$ cat src/rtl/srx_pkg.sv
package srx_pkg;

    localparam int DATA_W = 8;
    localparam int OSR    = 16;
    localparam int HALF   = OSR / 2;
    localparam int CNT_W  = $clog2(OSR);
    localparam int BIT_W  = $clog2(DATA_W);

    localparam int ST_FULL = 7;
    localparam int ST_OVR  = 4;
    localparam int ST_BRK  = 3;
    localparam int ST_FE   = 1;

    typedef enum logic [2:0] {
        RX_IDLE,
        RX_START,
        RX_DATA,
        RX_STOP1,
        RX_STOP2,
        RX_WAIT_HI
    } rx_state_e;

    typedef struct packed {
        logic [DATA_W-1:0] data;
        logic              stop_ok;
        logic              is_break;
    } frame_t;

    typedef struct packed {
        logic full;
        logic ovr;
        logic brk;
        logic fe;
    } stat_t;

    function automatic logic [7:0] pack_status(stat_t s);
        logic [7:0] r;
        r          = '0;
        r[ST_FULL] = s.full;
        r[ST_OVR]  = s.ovr;
        r[ST_BRK]  = s.brk;
        r[ST_FE]   = s.fe;
        return r;
    endfunction

endpackage

$ cat src/rtl/srx_tick.sv
module srx_tick #(
    parameter int DIV = 4
) (
    input  logic clk,
    input  logic rst,
    output logic tick
);
    localparam int DW = (DIV > 1) ? $clog2(DIV) : 1;

    generate
        if (DIV <= 1) begin : g_pass
            assign tick = 1'b1;
        end else begin : g_div
            logic [DW-1:0] cnt;
            always_ff @(posedge clk) begin
                if (rst) begin
                    cnt <= '0;
                end else if (cnt == DW'(DIV - 1)) begin
                    cnt <= '0;
                end else begin
                    cnt <= cnt + 1'b1;
                end
            end
            assign tick = (cnt == DW'(DIV - 1));
        end
    endgenerate
endmodule

$ cat src/rtl/srx_sync.sv
module srx_sync #(
    parameter int STAGES = 2
) (
    input  logic clk,
    input  logic rst,
    input  logic din,
    output logic dout
);
    logic [STAGES-1:0] chain;

    always_ff @(posedge clk) begin
        if (rst) begin
            chain <= '1;
        end else begin
            chain <= {chain[STAGES-2:0], din};
        end
    end

    assign dout = chain[STAGES-1];
endmodule

$ cat src/rtl/srx_core.sv
module srx_core
    import srx_pkg::*;
(
    input  logic   clk,
    input  logic   rst,
    input  logic   tick,
    input  logic   rx,
    input  logic   two_stop,
    output logic   done,
    output frame_t frame
);
    rx_state_e         st;
    logic [CNT_W-1:0]  cnt;
    logic [BIT_W-1:0]  bidx;
    logic [DATA_W-1:0] sh;

    logic at_mid;
    logic at_full;

    assign at_mid  = tick && (cnt == CNT_W'(HALF - 1));
    assign at_full = tick && (cnt == CNT_W'(OSR - 1));

    always_ff @(posedge clk) begin
        if (rst) begin
            st    <= RX_IDLE;
            cnt   <= '0;
            bidx  <= '0;
            sh    <= '0;
            done  <= 1'b0;
            frame <= '0;
        end else begin
            done <= 1'b0;
            unique case (st)
                RX_IDLE: begin
                    if (tick && !rx) begin
                        st  <= RX_START;
                        cnt <= '0;
                    end
                end
                RX_START: begin
                    if (at_mid) begin
                        cnt <= '0;
                        if (rx) begin
                            st <= RX_IDLE;
                        end else begin
                            st   <= RX_DATA;
                            bidx <= '0;
                        end
                    end else if (tick) begin
                        cnt <= cnt + 1'b1;
                    end
                end
                RX_DATA: begin
                    if (at_full) begin
                        cnt <= '0;
                        sh  <= {rx, sh[DATA_W-1:1]};
                        if (bidx == BIT_W'(DATA_W - 1)) begin
                            st <= RX_STOP1;
                        end else begin
                            bidx <= bidx + 1'b1;
                        end
                    end else if (tick) begin
                        cnt <= cnt + 1'b1;
                    end
                end
                RX_STOP1: begin
                    if (at_full) begin
                        cnt            <= '0;
                        done           <= 1'b1;
                        frame.data     <= sh;
                        frame.stop_ok  <= rx;
                        frame.is_break <= (sh == '0) && !rx;
                        if (!rx) begin
                            st <= RX_WAIT_HI;
                        end else if (two_stop) begin
                            st <= RX_STOP2;
                        end else begin
                            st <= RX_IDLE;
                        end
                    end else if (tick) begin
                        cnt <= cnt + 1'b1;
                    end
                end
                RX_STOP2: begin
                    if (at_full) begin
                        cnt <= '0;
                        st  <= RX_WAIT_HI;
                    end else if (tick) begin
                        cnt <= cnt + 1'b1;
                    end
                end
                RX_WAIT_HI: begin
                    if (rx) begin
                        st <= RX_IDLE;
                    end
                end
                default: st <= RX_IDLE;
            endcase
        end
    end

    AST_DONE_SPACED: assert property (@(posedge clk) disable iff (rst)
        done |=> !done) else $error("completion pulse repeated");

    AST_START_HAS_LOW_LINE: assert property (@(posedge clk) disable iff (rst)
        (st == RX_IDLE && tick && rx) |=> (st == RX_IDLE)) else $error("start on high line");

endmodule

$ cat src/rtl/srx_regs.sv
module srx_regs
    import srx_pkg::*;
(
    input  logic              clk,
    input  logic              rst,
    input  logic              done,
    input  frame_t            frame,
    input  logic              rd_en,
    input  logic              rd_sel,
    output logic [DATA_W-1:0] rd_data,
    output logic              irq
);
    logic [DATA_W-1:0] data_q, data_n;
    stat_t             st_q, st_n;
    logic              pend_ovr_q, pend_ovr_n;
    logic              pend_brk_q, pend_brk_n;
    logic              irq_fe_q, irq_fe_n;
    logic              irq_ovr_q, irq_ovr_n;
    logic              data_rd;
    logic [7:0]        status_w;

    assign data_rd  = rd_en && rd_sel;
    assign status_w = pack_status(st_q);

    // A read in the same cycle as a frame completion is applied first.
    always_comb begin
        data_n     = data_q;
        st_n       = st_q;
        pend_ovr_n = pend_ovr_q;
        pend_brk_n = pend_brk_q;
        irq_fe_n   = irq_fe_q;
        irq_ovr_n  = irq_ovr_q;

        if (data_rd) begin
            irq_fe_n = 1'b0;
            if (pend_ovr_q) begin
                st_n.ovr   = 1'b1;
                st_n.brk   = pend_brk_q;
                st_n.fe    = 1'b0;
                pend_ovr_n = 1'b0;
                pend_brk_n = 1'b0;
                irq_ovr_n  = 1'b1;
            end else begin
                st_n      = '0;
                irq_ovr_n = 1'b0;
            end
        end

        if (done) begin
            if (!frame.stop_ok) begin
                irq_fe_n = 1'b1;
            end
            if (!st_n.full) begin
                data_n    = frame.data;
                st_n.full = 1'b1;
                st_n.fe   = !frame.stop_ok;
                st_n.brk  = frame.is_break;
            end else if (st_n.ovr) begin
                st_n.brk = st_n.brk | frame.is_break;
            end else begin
                pend_ovr_n = 1'b1;
                pend_brk_n = pend_brk_n | frame.is_break;
            end
        end
    end

    always_ff @(posedge clk) begin
        if (rst) begin
            data_q     <= '0;
            st_q       <= '0;
            pend_ovr_q <= 1'b0;
            pend_brk_q <= 1'b0;
            irq_fe_q   <= 1'b0;
            irq_ovr_q  <= 1'b0;
        end else begin
            data_q     <= data_n;
            st_q       <= st_n;
            pend_ovr_q <= pend_ovr_n;
            pend_brk_q <= pend_brk_n;
            irq_fe_q   <= irq_fe_n;
            irq_ovr_q  <= irq_ovr_n;
        end
    end

    assign rd_data = rd_sel ? data_q : status_w;
    assign irq     = irq_fe_q | irq_ovr_q;

    AST_NO_OVERWRITE: assert property (@(posedge clk) disable iff (rst)
        (done && st_q.full && !data_rd) |=> $stable(data_q)) else $error("unread byte replaced");

    AST_REVEAL_ON_READ: assert property (@(posedge clk) disable iff (rst)
        (data_rd && pend_ovr_q) |=> (status_w[ST_OVR] && status_w[ST_FULL] && irq)) else $error("overrun not revealed");

    AST_DATA_ONLY_ON_FRAME: assert property (@(posedge clk) disable iff (rst)
        !done |=> $stable(data_q)) else $error("data changed without frame");

    AST_FE_IRQ: assert property (@(posedge clk) disable iff (rst)
        (done && !frame.stop_ok) |=> irq) else $error("framing irq missing");

    AST_STATUS_READ_QUIET: assert property (@(posedge clk) disable iff (rst)
        (rd_en && !rd_sel && !done) |=> ($stable(status_w) && $stable(irq))) else $error("status read side effect");

    AST_CLEAR_ON_READ: assert property (@(posedge clk) disable iff (rst)
        (data_rd && !pend_ovr_q && !done) |=> (!status_w[ST_FULL] && !irq)) else $error("read did not clear");

endmodule

$ cat src/rtl/serial_rx_held.sv
module serial_rx_held
    import srx_pkg::*;
#(
    parameter int DIV       = 4,
    parameter int SYNC_STGS = 2
) (
    input  logic       clk,
    input  logic       rst,
    input  logic       rxd,
    input  logic       two_stop,
    input  logic       rd_en,
    input  logic       rd_sel,
    output logic [7:0] rd_data,
    output logic       irq
);
    logic   tick;
    logic   rx_s;
    logic   done;
    frame_t frame;

    srx_tick #(.DIV(DIV)) u_tick (
        .clk  (clk),
        .rst  (rst),
        .tick (tick)
    );

    srx_sync #(.STAGES(SYNC_STGS)) u_sync (
        .clk  (clk),
        .rst  (rst),
        .din  (rxd),
        .dout (rx_s)
    );

    srx_core u_core (
        .clk      (clk),
        .rst      (rst),
        .tick     (tick),
        .rx       (rx_s),
        .two_stop (two_stop),
        .done     (done),
        .frame    (frame)
    );

    srx_regs u_regs (
        .clk     (clk),
        .rst     (rst),
        .done    (done),
        .frame   (frame),
        .rd_en   (rd_en),
        .rd_sel  (rd_sel),
        .rd_data (rd_data),
        .irq     (irq)
    );
endmodule

$ cat config.mk
export PLATFORM = sky130hd
export DESIGN_NAME = serial_rx_held
export DESIGN_NICKNAME = d
export VERILOG_FILES = /design/src/rtl/srx_pkg.sv /design/src/rtl/srx_tick.sv /design/src/rtl/srx_sync.sv /design/src/rtl/srx_core.sv /design/src/rtl/srx_regs.sv /design/src/rtl/serial_rx_held.sv
export SDC_FILE = /design/constraint.sdc
export NUM_CORES = 1
export LEC_CHECK = 0
export ABC_AREA = 1
export BUFFER_PORTS_ARGS = -buffer_cell sky130_fd_sc_hd__buf_2
export CORE_ASPECT_RATIO = 0.75
export CORE_MARGIN = 4
export CORE_UTILIZATION = 50
export DETAILED_ROUTE_END_ITERATION = 8
export PLACE_DENSITY = 0.74
export SLEW_MARGIN = 20
export SYNTH_ARGS = -nofsm -noshare
export SYNTH_HDL_FRONTEND = slang
export SYNTH_SLANG_ARGS = --single-unit
$ cat constraint.sdc
create_clock -name clk -period 1.8 [get_ports clk]
set_clock_uncertainty 0.2 [all_clocks]
set_input_delay 0.18 -clock clk [delete_from_list [all_inputs] [get_ports clk]]
set_output_delay 0.18 -clock clk [all_outputs]
set_load 0.02 [all_outputs]
==> results of run 1 <==
layer usage:
layer / GRT usage [%] / up-vias / part of all wire, %
met5: 0 / - / 0
met4: 5.929 / 0 / 0.92
met3: 4.261 / 5 / 6.7
met2: 25.49 / 45 / 41
met1: 24.50 / 835 / 51
li1: - / 993 / -
power by group:
group | leakage [nW] | switching [W] | internal, W
registers | 0.398 | 0.0000736 | 0.00115
logic | 0.647 | 0.000499 | 0.000259
clock network | 0.0439 | 0.000364 | 0.000269
total | 1.09 | 0.000936 | 0.00168
path summary, 6_finish.rpt:
path	endpoint	slack [ns]	cells past startpoint
setup reg to reg	u_core.sh[6]	0.1	7
hold reg to reg	u_sync.chain[1]	0.22	1
setup / recovery	u_core.sh[6]	0.1	7
hold / removal	u_regs.st_q[2]	0.06	4
tightest hold or removal path, cell delays in order:
cell and delay, ns:
buf_2 0.11, nand2_2 0.05, buf_4 0.12, a21oi_1 0.06
cell usage in the layout, fill, tap and decap left out, drive strengths merged, types with 4 or more instances in the layout:
cell type / n
o21ai: 32
buf: 24
nand2: 51
inv: 38
clkbuf: 5
dfxtp: 49
nand3: 22
nand4: 5
nor2: 41
or2: 4
ha: 4
a21oi: 29
through the flow:
| stage | TNS (ns) | hold WS, ns | instances |
|---|---|---|---|
| after floorplan | 0 | 0.05108 | 294 |
| after global placement | 0 | 0.1644 | 362 |
| after detailed placement | 0 | 0.1687 | 362 |
| after CTS | 0 | 0.06025 | 371 |
| after global routing | -0.004200 | 0.08863 | 373 |
| final | 0 | 0.05830 | 373 |
logic make-up after synthesis:
family	count (synthesis)	synth area share, %
buffers and inverters	48	9.148
AND/OR/NAND/NOR	126	26.64
XOR/XNOR	1	0.4003
flip-flops	49	44.83
adder cells (fa/ha/maj)	4	2.287
multiplexers	2	1.029
AO/OA/AOI/OAI	64	15.67
area by class of cell:
class	instances	area share [%]
clock buffers	5	2.764
flip-flops and latches	49	39.65
repair buffers	25	6.734
inverters	39	5.930
multi-input cells	197	41.46
well taps	55	2.764
clock inverters	3	0.7035
flip-flops by register name, summed over array words and instances, names as in the netlist:
| name | cells |
|---|---|
| u_regs.data_q | 8 |
| u_core.frame | 10 |
| u_core.st | 3 |
| u_regs.irq_ovr_q | 1 |
| u_core.done | 1 |
| u_core.bidx | 3 |
| u_tick.g_div.cnt | 2 |
| u_regs.pend_ovr_q | 1 |
| u_core.sh | 8 |
| u_core.cnt | 4 |
| u_regs.pend_brk_q | 1 |
| u_sync.chain | 2 |
| u_regs.irq_fe_q | 1 |
| u_regs.st_q | 4 |
repair_timing:
action                     in CTS  in global routing
resized for setup               0                  8
setup buffers                   0                  2
setup endpoints to repair       0                 20
hold endpoints to repair        1                  0
hold buffers                    1                  0
==> impl_metrics.toml, run 1 <==
[final_layout]
n_antenna_cell = 0
final_area_um2 = 2490
areaGrowthSynthToFinish_pct = 13.78
drive_gt1_share_pct = 18.24
final_nets = 327
postLayoutCoreUtil_pct = 60.30
fillerInstances = 367
multi_input_area_um2 = 1032
seq_area_um2 = 987.2

[critical_path]
r2r_start = "u_tick.g_div.cnt[1]"
cp.arrival_ns = 1.75
crit_fanout = 15
crit_type = "flop to flop"
crit_chain = "ha_4, nand4_4, nor3_4, buf_12, buf_4, o21ai_2, a21oi_2"
worst_path_max_delay_cell = "dfxtp_1"
max_stage_delay_ns = 0.37
worstPathRequired_ns = 1.84
cp_top_family = "simple AND/OR/NAND/NOR gates"
start_kind = "flop"
crit_buf_inv = 2
startpoint = "u_tick.g_div.cnt[1]"
worstSetupEndpointType = "flop"

[global_route]
grt_start_max_net_pins = 34
grt_pass1_wl_mm = 7.603
overflow = 0
grt.total_usage_pct = 17.23
grt_pass1_vias = 1640
antenna_found_initial = 0

[power_and_ir_drop]
peakVddDrop_v = 0.0006717
powerDensity_nw_per_um2 = 1050
cellLeakagePower_nw = 1.089
power_w = 0.002615

[synth]
syn_avg_cell_area_um2 = 7.443
yosysSeqAreaShare_pct = 44.83
synth_seq_cells = 49
synth_edf_count = 0
synth_top_flop_cell = "dfxtp_1"
synth_area_um2 = 2188
synth_top_area_share_pct = 44.83
synth_cell_types = 31
synth_largest_area_cell = "dfxtp_1"
synth_nets = 304
post-synth-top-count-cell = "dfxtp_1"
async_flop_share_pct = 0
yosysWarnings = 0
syn-instance-count = 294
synthTopCellsByArea = "dfxtp_1 (45%), nand2_1 (8.1%), o21ai_0 (6.9%)"
ys_top_cells_by_count = "dfxtp_1 (49), nand2_1 (47), nor2_1 (38)"

[sta]
hold_violations = 0
post-route-period-util_pct = 94.61
drv_slew = 0
fmax_mhz = 587.2
worst_slack_ns = 0.09710
tightestPinTransition_ns = 0.2968
max_slew_margin_pct = 80.21
setup_viol = 0
finalCriticalPeriod_ns = 1.703

[floorplan]
pin_count = 15
coreArea_um2 = 4129
start_util_pct = 53.00
chipHeight_um = 65.30
die_area_um2 = 5510
die_w_um = 84.39
placementRows = 20

[routing]
drc = 0
firstDrtPassIters = 4
routed-via-count = 1878
routedWlPerCell_um = 12.00
vias_per_cell = 5.035
wl_mm = 4.476
ant_nets = 0
drt-initial-drc-count = 122

[clocking]
path_clk_slew_ns = 0.09
clockBufferDepth = 2
cts_num_sinks = 49
cts_root_buffer = "clkbuf_8"
cts_made_buffers = 5
insertion_delay_ns = 0.30
tritoncts = "done"
htree_levels = 2

[placed_design]
dpl_cell_area_um2 = 2347
dp_hpwl_mm = 3.204
place_congestion = 0.8845
dp_slack_ns = 0.03946
io_buffers = 14

[hold_path]
min_from = "rd_en"
min_path_type = "input port to flop"

[job]
max_cap_viol_count = 0

[status]
status = "complete, no violations"
No activity file was read; power rests on OpenSTA's default activity.
==> run 2, diff against run 1 <==
- BUFFER_PORTS_ARGS: -buffer_cell sky130_fd_sc_hd__buf_2 -> not set
- CTS_BUF_LIST: not set -> sky130_fd_sc_hd__clkbuf_4 sky130_fd_sc_hd__clkbuf_8
- DONT_BUFFER_PORTS: not set -> 1
- PLACE_DENSITY: 0.74 -> 0.71
==> run 2 against run 1 <==
Effect of this change: critical endpoint is now u_regs.st_q[0]; first-iteration DRC count increased by 44%; die area did not move; register-to-register slack better by 0.03 ns; wire length rose by 0.58%; largest power group unchanged.
==> impl_metrics.toml, run 2 (same netlist as run 1, synthesis figures left out) <==
[status]
status = "complete, no violations"

[power_and_ir_drop]
peakVddDrop_v = 0.0007758
powerDensity_nw_per_um2 = 1104
cellLeakagePower_nw = 1.073

[routing]
drt-initial-drc-count = 176
routedWlPerCell_um = 12.30
wl_mm = 4.502
firstDrtPassIters = 4
vias_per_cell = 5.098
ant_nets = 0
drc = 0
routed-via-count = 1866

[placed_design]
dpl_cell_area_um2 = 2277
dp_hpwl_mm = 3.094
io_buffers = 0
place_congestion = 0.8737

[hold_path]
hold_path_depth = 4
min_path_type = "input port to flop"

[clocking]
cts_num_sinks = 49
cts_root_buffer = "clkbuf_8"
path_clk_slew_ns = 0.10
cts_made_buffers = 5
htree_levels = 2
insertion_delay_ns = 0.31
clockBufferDepth = 2
tritoncts = "done"

[final_layout]
n_antenna_cell = 0
areaGrowthSynthToFinish_pct = 15.32
layout_common_cells = "nand2_1 (46), dfxtp_1 (46), nor2_1 (37), inv_1 (36), o21ai_0 (29)"
largest_register_ffs = 10
drive_gt1_share_pct = 15.76
top_register = "u_core.frame"
largest_registers = "u_core.frame (10), u_core.sh (8), u_regs.data_q (8)"
final_area_um2 = 2524
final_nets = 320

[sta]
fin_setup_tns_ns = 0
tightestPinTransition_ns = 0.6040
setup_viol = 0
post-route-period-util_pct = 97.47
finalCriticalPeriod_ns = 1.754
fmax_mhz = 570.0
drv_slew = 0
hold_violations = 0
max_slew_margin_pct = 59.73

[global_route]
antenna_found_initial = 0
grt.total_usage_pct = 17.37
grt_pass1_vias = 1612
overflow = 0
grt_pass1_wl_mm = 7.603
grt_start_max_net_pins = 30

[critical_path]
cp_top_family = "buffers and inverters"
r2r_cells = 10
cpMostUsedCell = "dlygate4sd3_1"
worstPathRequired_ns = 1.84
cp.arrival_ns = 1.80
crit_chain = "dlygate4sd3_1, nand2_2, buf_4, dlygate4sd3_1, nand3_1, a21oi_1"
start_kind = "input port"
path_depth = 6
worstSetupEndpointType = "flop"
worst_path_max_delay_cell = "dlygate4sd3_1"
crit_buf_inv = 3
max_stage_delay_ns = 0.61
crit_fanout = 4
crit_type = "input port to flop"

[job]
max_cap_viol_count = 0

[floorplan]
start_util_pct = 53.00
die_area_um2 = 5510
pin_count = 15
placementRows = 20
chipHeight_um = 65.30
die_w_um = 84.39
coreArea_um2 = 4129
run 2: changes by cell type in the layout (fill, tap and decap cells not counted), sizes merged:
| cell | previous run | this run |
|---|---|---|
| buf | 24 | 12 |
| dlygate4sd3 | 1 | 5 |
| bufinv | 0 | 1 |
| clkinv | 3 | 2 |
| dlymetal6s4s | 0 | 1 |
run 2: final cells by class:
class / instances / area [um^2]
multi-input combinational: 197 / 1042
clock inverter: 3 / 46.29
timing repair buffer: 18 / 165.2
fill: 399 / 1605
inverter: 39 / 147.6
sequential: 49 / 984.7
tap: 55 / 68.82
clock buffer: 5 / 68.82
run 2: per-stage QoR:
stage / utilization, % / total power [W] / setup WS [ns] / hold slack (ns) / cells
floorplan: - / 0.001828 / 0.2015 / 0.05108 / 294
global placement: 55.15 / 0.001962 / 0.06047 / 0.05312 / 348
detailed placement: 55.15 / 0.001973 / 0.04479 / 0.05538 / 348
CTS: 59.39 / 0.002775 / 0.02321 / 0.02165 / 362
global route: 61.12 / 0.002973 / -0.002242 / 0.02269 / 366
finish: 61.12 / 0.002786 / 0.04559 / 0.01510 / 366
run 2: final timing paths:
path / startpoint / end / slack [ns]
max reg2reg: u_core.st[1] / u_core.bidx[2] / 0.13
min reg2reg: u_sync.chain[0] / u_sync.chain[1] / 0.22
min: rd_sel / u_regs.irq_ovr_q / 0.02
max: rd_en / u_regs.st_q[0] / 0.05
run 2: power by group:
part / leakage, nW / total, W / switching, W / internal, W
Sequential: 0.398 / 0.00122 / 0.0000719 / 0.00115
Clock: 0.0543 / 0.000799 / 0.000383 / 0.000416
Combinational: 0.621 / 0.000763 / 0.000505 / 0.000258
run 2: worst min-delay path, delay by kind of cell:
family	cells	cell delay, ns
buffers and inverters	1	0.09
AND/OR/NAND/NOR	3	0.21
run 2: per-layer routing:
layer  track usage (%)  up-vias  share of wire, %
li1                  -      990                 -
met1             26.41      835                57
met2             23.03       34                38
met3             4.135        7               4.0
met4             7.115        0               1.4
met5                 0        -                 0
run 2: repair_timing:
item | in CTS | in global routing
gates resized for setup | 0 | 12
hold endpoints to repair | 20 | 0
setup buffers | 0 | 4
endpoints found under the setup margin | 0 | 38
hold buffers | 6 | 0
